## src/rtl/lcd_clk_pkg.sv

```systemverilog
package lcd_clk_pkg;

  typedef enum logic [1:0] {
    GRAY_BW   = 2'b00,
    GRAY_4    = 2'b01,
    GRAY_16   = 2'b10,
    GRAY_FAST = 2'b11
  } gray_mode_e;

  typedef enum logic [1:0] {
    BUS_1B   = 2'b00,
    BUS_4B   = 2'b01,
    BUS_8B   = 2'b10,
    BUS_8B_X = 2'b11
  } bus_mode_e;

  localparam int unsigned SEL_W     = 4;
  localparam int unsigned WIDE_LAST = 13;  // last code on a linear ratio series
  localparam int unsigned W4_STEP   = 2;
  localparam int unsigned W8_STEP   = 16;
  localparam int unsigned MAX_BASE  = W8_STEP * (WIDE_LAST + 2);

  typedef struct packed {
    gray_mode_e       gray;
    bus_mode_e        bus;
    logic [SEL_W-1:0] sel;
  } lcd_cfg_t;

endpackage

```

## src/rtl/lcd_cfg_regs.sv

```systemverilog
module lcd_cfg_regs
  import lcd_clk_pkg::*;
#(
  parameter int unsigned       ADDR_W    = 12,
  parameter logic [ADDR_W-1:0] CTRL_ADDR = 12'h047,
  parameter logic [ADDR_W-1:0] CLK_ADDR  = 12'h048
) (
  input  logic              clk_i,
  input  logic              rst_ni,
  input  logic              wr_en_i,
  input  logic [ADDR_W-1:0] wr_addr_i,
  input  logic [7:0]        wr_data_i,
  output lcd_cfg_t          cfg_o,
  output logic              wr_hit_o
);

  localparam logic [7:0] CTRL_RST = 8'h80;

  logic ctrl_hit, clk_hit;
  logic [7:0] ctrl_q;

  assign ctrl_hit = wr_en_i && (wr_addr_i == CTRL_ADDR);
  assign clk_hit  = wr_en_i && (wr_addr_i == CLK_ADDR);
  assign wr_hit_o = ctrl_hit || clk_hit;

  // full byte kept; only the gray field feeds the divider
  always_ff @(posedge clk_i or negedge rst_ni) begin
    if (!rst_ni)       ctrl_q <= CTRL_RST;
    else if (ctrl_hit) ctrl_q <= wr_data_i;
  end

  always_ff @(posedge clk_i or negedge rst_ni) begin
    if (!rst_ni) begin
      cfg_o.bus <= BUS_1B;
      cfg_o.sel <= '0;
    end else if (clk_hit) begin
      cfg_o.bus <= bus_mode_e'(wr_data_i[5:4]);
      cfg_o.sel <= wr_data_i[SEL_W-1:0];
    end
  end

  assign cfg_o.gray = gray_mode_e'(ctrl_q[3:2]);

  logic unused_ctrl;
  assign unused_ctrl = ^{ctrl_q[7:4], ctrl_q[1:0]};

endmodule

```

## src/rtl/lcd_ratio_dec.sv

```systemverilog
module lcd_ratio_dec
  import lcd_clk_pkg::*;
#(
  parameter int unsigned FAST_SHIFT = 3,
  parameter int unsigned RATIO_W    = 11
) (
  input  lcd_cfg_t             cfg_i,
  input  logic                 src_slow_i,
  output logic [RATIO_W-1:0]   ratio_o
);

  logic [RATIO_W-1:0] base, scaled, sel_ext;

  assign sel_ext = RATIO_W'(cfg_i.sel);

  always_comb begin
    unique case (cfg_i.bus)
      BUS_1B: begin
        unique case (cfg_i.sel)
          4'd0:    base = RATIO_W'(1);
          4'd1:    base = RATIO_W'(2);
          4'd2:    base = RATIO_W'(8);
          default: base = RATIO_W'(16);
        endcase
      end
      BUS_4B: begin
        if (cfg_i.sel > SEL_W'(WIDE_LAST)) base = RATIO_W'(W4_STEP * (WIDE_LAST + 2));
        else                              base = RATIO_W'(W4_STEP) * (sel_ext + RATIO_W'(2));
      end
      default: begin
        if (cfg_i.sel > SEL_W'(WIDE_LAST)) base = RATIO_W'(W8_STEP * (WIDE_LAST + 2));
        else                              base = RATIO_W'(W8_STEP) * (sel_ext + RATIO_W'(2));
      end
    endcase
  end

  generate
    if (FAST_SHIFT > 0) begin : g_fast
      assign scaled = (cfg_i.gray == GRAY_FAST) ? (base << FAST_SHIFT) : base;
    end else begin : g_nofast
      logic unused_gray;
      assign unused_gray = ^cfg_i.gray;
      assign scaled = base;
    end
  endgenerate

  // slow source bypasses every divide
  assign ratio_o = src_slow_i ? RATIO_W'(1) : scaled;

endmodule

```

## src/rtl/lcd_en_gen.sv

```systemverilog
module lcd_en_gen #(
  parameter int unsigned RATIO_W = 11
) (
  input  logic               clk_i,
  input  logic               rst_ni,
  input  logic               restart_i,
  input  logic [RATIO_W-1:0] ratio_i,
  output logic               en_o,
  output logic [RATIO_W-1:0] cnt_o
);

  logic [RATIO_W-1:0] cnt_q, last;

  assign last  = ratio_i - RATIO_W'(1);
  assign cnt_o = cnt_q;

  always_ff @(posedge clk_i or negedge rst_ni) begin
    if (!rst_ni) begin
      cnt_q <= '0;
      en_o  <= 1'b0;
    end else if (restart_i) begin
      cnt_q <= '0;
      en_o  <= 1'b0;
    end else if (cnt_q >= last) begin  // >= covers a ratio that shrank mid-count
      cnt_q <= '0;
      en_o  <= 1'b1;
    end else begin
      cnt_q <= cnt_q + RATIO_W'(1);
      en_o  <= 1'b0;
    end
  end

endmodule

```

## src/rtl/lcd_clk_div.sv

```systemverilog
module lcd_clk_div
  import lcd_clk_pkg::*;
#(
  parameter int unsigned       ADDR_W     = 12,
  parameter logic [ADDR_W-1:0] CTRL_ADDR  = 12'h047,
  parameter logic [ADDR_W-1:0] CLK_ADDR   = 12'h048,
  parameter int unsigned       FAST_SHIFT = 3
) (
  input  logic              clk_i,
  input  logic              rst_ni,
  input  logic              wr_en_i,
  input  logic [ADDR_W-1:0] wr_addr_i,
  input  logic [7:0]        wr_data_i,
  input  logic              src_slow_i,
  output logic              pix_en_o,
  output logic [1:0]        gray_mode_o,
  output logic [1:0]        bus_mode_o,
  output logic              cfg_err_o
);

  localparam int unsigned MAX_RATIO = MAX_BASE << FAST_SHIFT;
  localparam int unsigned RATIO_W   = $clog2(MAX_RATIO + 1);

  lcd_cfg_t           cfg;
  logic               wr_hit;
  logic [RATIO_W-1:0] ratio_w, cnt_w;

  lcd_cfg_regs #(
    .ADDR_W(ADDR_W), .CTRL_ADDR(CTRL_ADDR), .CLK_ADDR(CLK_ADDR)
  ) u_regs (
    .clk_i(clk_i), .rst_ni(rst_ni), .wr_en_i(wr_en_i), .wr_addr_i(wr_addr_i),
    .wr_data_i(wr_data_i), .cfg_o(cfg), .wr_hit_o(wr_hit)
  );

  lcd_ratio_dec #(
    .FAST_SHIFT(FAST_SHIFT), .RATIO_W(RATIO_W)
  ) u_dec (
    .cfg_i(cfg), .src_slow_i(src_slow_i), .ratio_o(ratio_w)
  );

  lcd_en_gen #(
    .RATIO_W(RATIO_W)
  ) u_gen (
    .clk_i(clk_i), .rst_ni(rst_ni), .restart_i(wr_hit), .ratio_i(ratio_w),
    .en_o(pix_en_o), .cnt_o(cnt_w)
  );

  assign gray_mode_o = cfg.gray;
  assign bus_mode_o  = cfg.bus;
  assign cfg_err_o   = src_slow_i && (cfg.gray != GRAY_FAST);

endmodule

```

## config.mk

```make
export PLATFORM = sky130hd
export DESIGN_NAME = lcd_clk_div
export DESIGN_NICKNAME = d
export VERILOG_FILES = /design/src/rtl/lcd_clk_pkg.sv /design/src/rtl/lcd_cfg_regs.sv /design/src/rtl/lcd_ratio_dec.sv /design/src/rtl/lcd_en_gen.sv /design/src/rtl/lcd_clk_div.sv
export SDC_FILE = /design/constraint.sdc
export NUM_CORES = 1
export LEC_CHECK = 0
export BUFFER_PORTS_ARGS = -buffer_cell sky130_fd_sc_hd__buf_2
export CAP_MARGIN = 20
export CORE_MARGIN = 3
export CORE_UTILIZATION = 55
export DETAILED_ROUTE_END_ITERATION = 8
export GPL_TIMING_DRIVEN = 0
export PLACE_DENSITY = 0.88
export SYNTH_ARGS = -nofsm -noshare
export SYNTH_HDL_FRONTEND = slang
export SYNTH_HIERARCHICAL = 1
export SYNTH_SLANG_ARGS = --single-unit
```

## constraint.sdc

```tcl
create_clock -name clk_i -period 6.1 [get_ports clk_i]
set_clock_uncertainty 0.05 [all_clocks]
set_input_delay 1.525 -clock clk_i [delete_from_list [all_inputs] [get_ports clk_i]]
set_output_delay 1.525 -clock clk_i [all_outputs]
set_load 0.005 [all_outputs]
```

* Word level (Yosys, flattened, before mapping)
Index checks and enable logic that the tools add are counted.
Operators by class: add/sub/neg operators 3, multiply operators 0, div/mod/pow operators 0, order comparisons 2, equal/unequal tests 7, shift operators 0, multiplexer cells 10, bitwise operators 0, reductions and logical operators 6
Operator list (number):
- 2-to-1 mux 11 bit | 6
- == test 12 x 7 -> 1 bit (second input constant) | 2
- case mux 11 bit (2 select lines) | 1
- case mux 5 bit (3 select lines) | 1
- adder 11 x 1 -> 11 bit (second input constant) | 1
- >= comparator 11 bit | 1
- subtractor 11 x 1 -> 11 bit (second input constant) | 1
- adder 4 x 2 -> 5 bit (second input constant) | 1
- == test 4 x 1 -> 1 bit (second input constant) | 1
- == test 4 x 2 -> 1 bit (second input constant) | 1
- greater-than comparator 4 bit (second input constant) | 1
- zero test 4 bit | 1
- logical AND 1 bit | 3
- == test 2 x 1 -> 1 bit (second input constant) | 1
- == test 2 bit (second input constant) | 1
- zero test 2 bit | 1
- 2-to-1 mux 1 bit | 2
- inequality test 2 bit (second input constant) | 1
- logical OR 1 bit | 1
Storage, ports and cells: flip-flop bits (word level) 22, latch bits 0, memory bits (writable) 0, bits in read-only memories 0, bits of input ports 24, output and inout bits 6, word-level logic and storage cells 33, memories kept 0

* Depth between registers and ports, before layout
Gate-level depths: netlist (run 1).
word-level depth 9, mapped depth 16, depth with buffers taken out 14

* Hierarchy
The synthesis (run 1) kept the hierarchy.
Modules (own cells, without submodules):
- lcd_en_gen | times used 1, cells an instance 101, area each 989.7 um^2, sequential area each 300.3 um^2
- lcd_cfg_regs | times used 1, cells an instance 23, area each 390.4 um^2, sequential area each 200.2 um^2
- lcd_ratio_dec | times used 1, cells an instance 47, area each 296.5 um^2, sequential area each 0.0 um^2
- lcd_clk_div | times used 1, cells an instance 1, area each 11.3 um^2, sequential area each 0.0 um^2

* Worst setup path after synthesis (run 1)
Ideal clock, no wire load.
path type input port to flip-flop, from in src_slow_i, to reg u_gen.cnt_q[10], in the netlist u_gen/cnt_o[10], setup time 0.082 ns, data arrival time 3.848 ns, data required time 5.968 ns, path slack 2.120 ns, stages 11, path buffers 2, path through clkbuf_1 -> nor4b_1 -> nor4_2 -> nand2_1 -> xor2_1 -> ha_1 -> a21oi_1 -> o21ai_1 -> a221o_1 -> buf_6 -> nor3_2
On the way: cells in the longest elaborated chain, start to end 5
RTL lines:
- start, declared | RTL line lcd_clk_div.sv:14 | input logic src_slow_i,
- 2-to-1 mux 11 bit | RTL line lcd_ratio_dec.sv:48 | assign ratio_o = src_slow_i ? RATIO_W'(1) : scaled;
- net ratio_w[2] | RTL line lcd_clk_div.sv:26 | logic [RATIO_W-1:0] ratio_w, cnt_w;
- subtractor 11 x 1 -> 11 bit | RTL line lcd_en_gen.sv:14 | assign last = ratio_i - RATIO_W'(1);
- >= comparator 11 bit | RTL line lcd_en_gen.sv:24 | end else if (cnt_q >= last) begin
- 2-to-1 mux 11 bit | RTL line lcd_en_gen.sv:24
- 2-to-1 mux 11 bit | RTL line lcd_en_gen.sv:21 | end else if (restart_i) begin
- end signal, assigned | RTL line lcd_en_gen.sv:28 | cnt_q <= cnt_q + RATIO_W'(1);
- end, declared | RTL line lcd_en_gen.sv:12 | logic [RATIO_W-1:0] cnt_q, last;
The timed path passes the listed nets, and every way through them passes these cells. A chain may end at the register's enable or synchronous reset.

* Worst setup path in the final report (run 1)
from in src_slow_i, to reg u_gen.cnt_q[9], in the netlist u_gen/cnt_o[9]
The elaborated chain is that of the path after synthesis.

==> key figures, run 1 <==
Global route
  • Overflow left after global routing: 0
  • Initial antenna violation count: 0
  • Grt met2 use: 35.0%
  • GR peak layer: met2
  • Met1 usage: between 20% and 30%
  • First-pass GRT wire length: about 6.0 mm
  • Vias in the first global route: roughly 1400
  • GRT Overall Usage: between 20% and 30%
  • Largest net degree at the start of global routing: 21
  • GR Layer Usage met3: 2.10%

Timing
  • Fin crit period: roughly 4.2 ns
  • Setup violators final: 0
  • Max transition margin: just over 40%
  • Final Hold Vio Count: 0
  • Final TNS setup: 0 ns
  • Unrepaired setup endpoints after global routing: no
  • Worst-Margin Slew: 0.866 ns
  • Final Hold Slack: roughly 0.48 ns
  • Achievable Freq: 0.239 GHz
  • Fin. max-slew vios: 0
  • Final period util: 68.7%
  • Setup ws final: about 1.9 ns

Finish
  • Fin cells: roughly 230
  • Layout Area Growth over Synthesis: 12.5%
  • Final Core Density: between 60% and 70%
  • Commonest non-fill, non-tap cell in the layout: buf_2
  • Final Cell Area: 1900 µm²
  • Layout cell share with drive strength beyond 1: 29.6%
  • Diode count: 0
  • Layout filler cell count: about 230
  • Most frequent cells in the layout: buf_2 (28), dfrtp_1 (20), ha_1 (14)
  • Fin nets: roughly 240

Floorplanning
  • Ports: 30
  • # rows: 19
  • Die width: ~61 µm
  • Area of the core: 2830 µm²
  • Die Y: 61.4 µm
  • Initial Util: roughly 60%
  • Die ar.: 3770 µm²

Placement
  • Buffers on Ports: 27
  • DP Worst Slack: about 1.6 ns
  • GP Congestion: 0.862
  • DP Wirelength: 2.65 mm
  • Placed cell count: 230
  • Placed Area: about 1900 µm²

Synthesis
  • Synth Net Count: 210
  • Cells after synthesis: 172
  • Ys async rst share: 100%
  • Synthesized area: approximately 1700 µm²
  • Synth warnings: 6
  • Sequential fraction of the synthesis area: between 20 and 30%
  • Post-Syn Area per Cell: between 9 and 10 µm²
  • Flop and latch count out of synthesis: 20
  • Number of flops mapped to enable cells by yosys: 0
  • Synth cell types: between 40 and 50
  • Top_reg_cell synth: dfrtp_1

Setup path
  • Worst-path maximum fanout: 10
  • Worst path required time: around 6.3 ns
  • Arr. time, crit path: roughly 4.4 ns
  • Crit Path Category: in -> reg
  • Critical path startpoint category: input port
  • Crit. End Element: flop

Clock tree
  • Clock Path Buffers: 2
  • Cts bufs inserted: 3
  • CTS tree: built
  • Clock slew seen by the registers of the worst setup and hold paths: about 0.11 ns
  • Clk_lat worst skew: roughly 0.30 ns
  • Post-CTS sizing: 0
  • Post-CTS setup buffers: 0
  • H-tree depth: 1
  • Clock sinks: 20
  • Root Driver: clkbuf_4
  • CTS Hold Bufs: 0

Detailed routing
  • Initial DRC Count: 58
  • Via/cell ratio: 6.01
  • Avg WL per Cell: ~15 µm
  • DRT antenna net count: 0
  • DRT Wirelength: approximately 3.5 mm
  • DR pass1 iterations: 4
  • Via count: roughly 1400
  • DRC Markers: 0

Power and ir drop
  • Overall power: approximately 250 µW
  • PD cells: 132 nW/µm²
  • Peak VDD IR: around 100 µV
  • LEAKAGE: ~0.86 nW

Outcome
  • Status: complete, no violations

Job
  • MaxCap Viol Count: 0

Min path
  • Worst hold path class: reg -> reg
layout make-up:
| type | count | area [µm²] | area share, % |
|---|---|---|---|
| flip-flops and latches | 20 | 500 | 26.4 |
| well taps | 31 | 38.8 | 2.04 |
| inverters | 4 | 15.0 | 0.791 |
| repair buffers | 27 | 135 | 7.12 |
| multi-input cells | 143 | 1140 | 60.3 |
| plain buffers | 5 | 28.8 | 1.52 |
| clock buffers | 4 | 36.3 | 1.91 |
worst paths after layout:
check,cells after the start,start,slack (ns),to
setup reg to reg,15,u_regs/cfg_o[1]$_DFFE_PN0P_,2.44,u_gen/cnt_o[9]$_DFF_PN0_
hold / removal,1,u_gen/cnt_o[0]$_DFF_PN0_,0.48,u_gen/cnt_o[0]$_DFF_PN0_
hold reg to reg,1,u_gen/cnt_o[0]$_DFF_PN0_,0.48,u_gen/cnt_o[0]$_DFF_PN0_
min in group asynchronous,1,rst_ni,1.10,u_gen/cnt_o[1]$_DFF_PN0_
max in group asynchronous,1,rst_ni,4.58,u_gen/cnt_o[5]$_DFF_PN0_
setup / recovery,13,src_slow_i,1.91,u_gen/cnt_o[9]$_DFF_PN0_
logic make-up (layout without fill, tap and decap cells):
| logic type | count (synthesis) | in the layout | synth area share (%) |
|---|---|---|---|
| mux | 9 | 9 | 7.34 |
| buf+inv | 9 | 40 | 2.59 |
| flops | 20 | 20 | 29.7 |
| fa+ha+maj | 14 | 14 | 10.4 |
| compound gates | 25 | 25 | 10.2 |
| simple gates | 76 | 76 | 30.0 |
| xor+xnor | 19 | 19 | 9.86 |
critical path, stage by stage:
cell and delay (ns):
buf_2 0.10, clkbuf_1 0.21, nor4b_1 0.77, nor4_2 0.16, nand2_1 0.14, nor3_1 0.07
xnor2_1 0.19, ha_1 0.28, a21oi_1 0.14, o21ai_0 0.11, a221o_1 0.33, buf_6 0.18
nor3_2 0.16
per-layer routing:
layer / vias up / part of all wire (%)
li1: 698 / -
met1: 668 / 45
met2: 35 / 49
met3: 5 / 4.4
met4: 0 / 1.4
met5: - / 0
flip-flops by register name (all words and copies together), names as in the netlist:
name and flops:
u_gen/cnt_o 11, u_regs/cfg_o 6, u_regs/ctrl_q 2, u_gen/en_o 1
cells in the mapped netlist (4+ instances only):
cell type	instances	area, µm²
a21oi_1	8	40.0
dfrtp_1	20	500
ha_1	14	175
inv_1	4	15.0
mux2_4	6	90.1
nand2_1	12	45.0
nand3_1	6	30.0
nor2_1	12	45.0
nor2b_1	4	25.0
nor3_1	5	25.0
nor3_2	10	100
o21ai_0	4	20.0
xnor2_1	7	61.3
xor2_1	12	105
power breakdown:
part,internal [mW],switching [mW],total [mW]
Clock,0.0365,0.0412,0.0777
Combinational,0.0159,0.0196,0.0354
Sequential,0.135,0.00247,0.138
Total,0.187,0.0633,0.251
No activity file was read; power rests on OpenSTA's default activity.
==> run 2: changes to the inputs <==
- CORE_UTILIZATION: 55 -> 50
- PLACE_DENSITY: 0.88 -> 0.84
- clock period: 6.1 -> 3.6 ns (I/O delays scaled with it)
==> run 2 against run 1 <==
Compared with the run above: the run now ends with setup timing left; sequential share of layout area shrank 2.1 points; cell count grew 10%; non-clock buffer count grew 11; clock power grew 140%; setup slack lost 2.0 ns; power grew 94%; wire length grew 15%; sequential power grew 69%; design area grew 9.7%; via count grew 5.9%; critical endpoint is now u_gen/cnt_o[6]$_DFF_PN0_; largest cell class unchanged; largest power group unchanged.
==> key figures, run 2 (synthesized netlist as in run 1, its figures left out) <==
Finish
  • Sequential cell area: just over 500 µm²
  • Largest register FFs: 11
  • Fin nets: about 250
  • Diode count: 0
  • Layout Area Growth over Synthesis: 23.4%
  • Area of the multi-input gates: around 1200 µm²
  • Most frequent cells in the layout: buf_2 (28), dfrtp_1 (17), ha_1 (13)
  • Commonest non-fill, non-tap cell in the layout: buf_2
  • Layout filler cell count: about 230
  • Layout cell share with drive strength beyond 1: a little under two fifths
  • Final Cell Area: between 2000 and 2500 µm²

Clock tree
  • Root Driver: clkbuf_4
  • CTS tree: built
  • CTS Hold Bufs: 0
  • Cts bufs inserted: 3
  • Clock slew seen by the registers of the worst setup and hold paths: 0.12 ns
  • Clk_lat worst skew: roughly 0.31 ns
  • Clock Path Buffers: 2
  • H-tree depth: 1
  • Clock sinks: 20

Detailed routing
  • DR pass1 iterations: 4
  • Via count: around 1500
  • DRC Markers: 0
  • DRT Wirelength: approximately 4.0 mm
  • DRT antenna net count: 0
  • Initial DRC Count: 57
  • Avg WL per Cell: 15.6 µm
  • Via/cell ratio: a little under 6

Floorplanning
  • Ports: 30
  • Die width: roughly 64 µm
  • Die Y: ~64 µm
  • Initial Util: ~54%
  • Die ar.: approximately 4100 µm²
  • Area of the core: roughly 3100 µm²
  • # rows: 20

Global route
  • Vias in the first global route: ~1400
  • Overflow left after global routing: 0
  • First-pass GRT wire length: ~5.8 mm
  • Largest net degree at the start of global routing: 21
  • Initial antenna violation count: 0
  • GRT Overall Usage: between 10% and 20%

Timing
  • Final TNS setup: -0.0899 ns
  • Final Hold Slack: around 0.46 ns
  • Fin. max-slew vios: 0
  • Setup violators final: 8
  • Max transition margin: between 40% and 50%
  • Achievable Freq: around 0.27 GHz
  • Final period util: 101%
  • Fin crit period: ~3.6 ns
  • Final Hold Vio Count: 0
  • Setup ws final: -0.0423 ns
  • Worst-Margin Slew: approximately 0.81 ns

Setup path
  • R2r startpoint: u_regs/cfg_o[5]$_DFFE_PN0P_
  • Worst-path maximum fanout: 5
  • Crit Path Category: reg -> reg
  • Arr. time, crit path: about 3.8 ns
  • Register-to-register setup slack: -0.04 ns
  • CP startpoint: u_regs/cfg_o[5]$_DFFE_PN0P_
  • Crit. End Element: flop
  • Worst path required time: approximately 3.8 ns
  • Critical path startpoint category: flop

Placement
  • Buffers on Ports: 27
  • Placed Area: roughly 1900 µm²
  • GP Congestion: just over 0.8
  • DP Wirelength: approximately 2.6 mm

Outcome
  • Status: finished with violations
  • Failing checks: setup timing

Power and ir drop
  • LEAKAGE: 0.940 nW
  • Peak VDD IR: 196 µV
  • PD cells: approximately 230 nW/µm²

Job
  • MaxCap Viol Count: 0

Min path
  • Worst hold path class: in -> async
run 2: area by class of cell:
type                            count  area share [%]
Clock inverter                      1            1.44
Timing Repair Buffer               40            11.4
Inverter                            4           0.721
Sequential cell                    20            24.2
Clock buffer                        3            1.08
Tap cell                           44            2.64
Buffer                              3           0.962
Multi-Input combinational cell    143            57.6
run 2: metrics by stage:
step	util, %	total power, mW	worst slack, ns	cells
3_3_place_gp	60.0	0.295	-0.162	243
5_1_grt	66.6	0.509	-0.131	258
2_1_floorplan	-	0.271	0.245	172
3_5_place_dp	60.0	0.297	-0.203	243
4_1_cts	61.7	0.484	0.0301	247
6_report	66.6	0.487	-0.0423	258
run 2: layer usage:
layer | track usage (%) | routed length (µm)
met1 | 21.8 | 1700
met2 | 29.8 | 1990
met3 | 2.28 | 199
met4 | 10.6 | 133
met5 | 0 | 0
run 2: what timing repair did:
action                                  CTS  global route
buffers inserted                          0            12
gates resized for setup                   0            17
endpoints found under the setup margin    0            12
endpoints found under the hold margin     0             0
run 2: power by group:
part / leakage [nW] / internal [mW] / switching [mW]
clock network: 0.0279 / 0.113 / 0.0734
logic: 0.643 / 0.0315 / 0.0363
registers: 0.269 / 0.229 / 0.00382
run 2: path summary, 6_finish.rpt:
path | end | depth (start not counted)
min in group clk_i | u_gen/cnt_o[0]$_DFF_PN0_ | 1
min | u_gen/cnt_o[8]$_DFF_PN0_ | 1
max in group asynchronous | u_regs/cfg_o[1]$_DFFE_PN0P_ | 1
min reg2reg | u_gen/cnt_o[0]$_DFF_PN0_ | 1
max | u_gen/cnt_o[6]$_DFF_PN0_ | 14
max reg2reg | u_gen/cnt_o[6]$_DFF_PN0_ | 14
run 2: critical path, stage by stage, from the launching register on:
cell	delay, ns
dfrtp_2	0.47
buf_4	0.16
nor2b_1	0.33
mux2_2	0.26
nor3b_1	0.56
nor4_4	0.10
buf_4	0.17
nand3_1	0.10
xor2_1	0.17
ha_1	0.27
a21oi_1	0.15
o21ai_1	0.09
a221o_1	0.36
buf_6	0.18
nor3_2	0.16
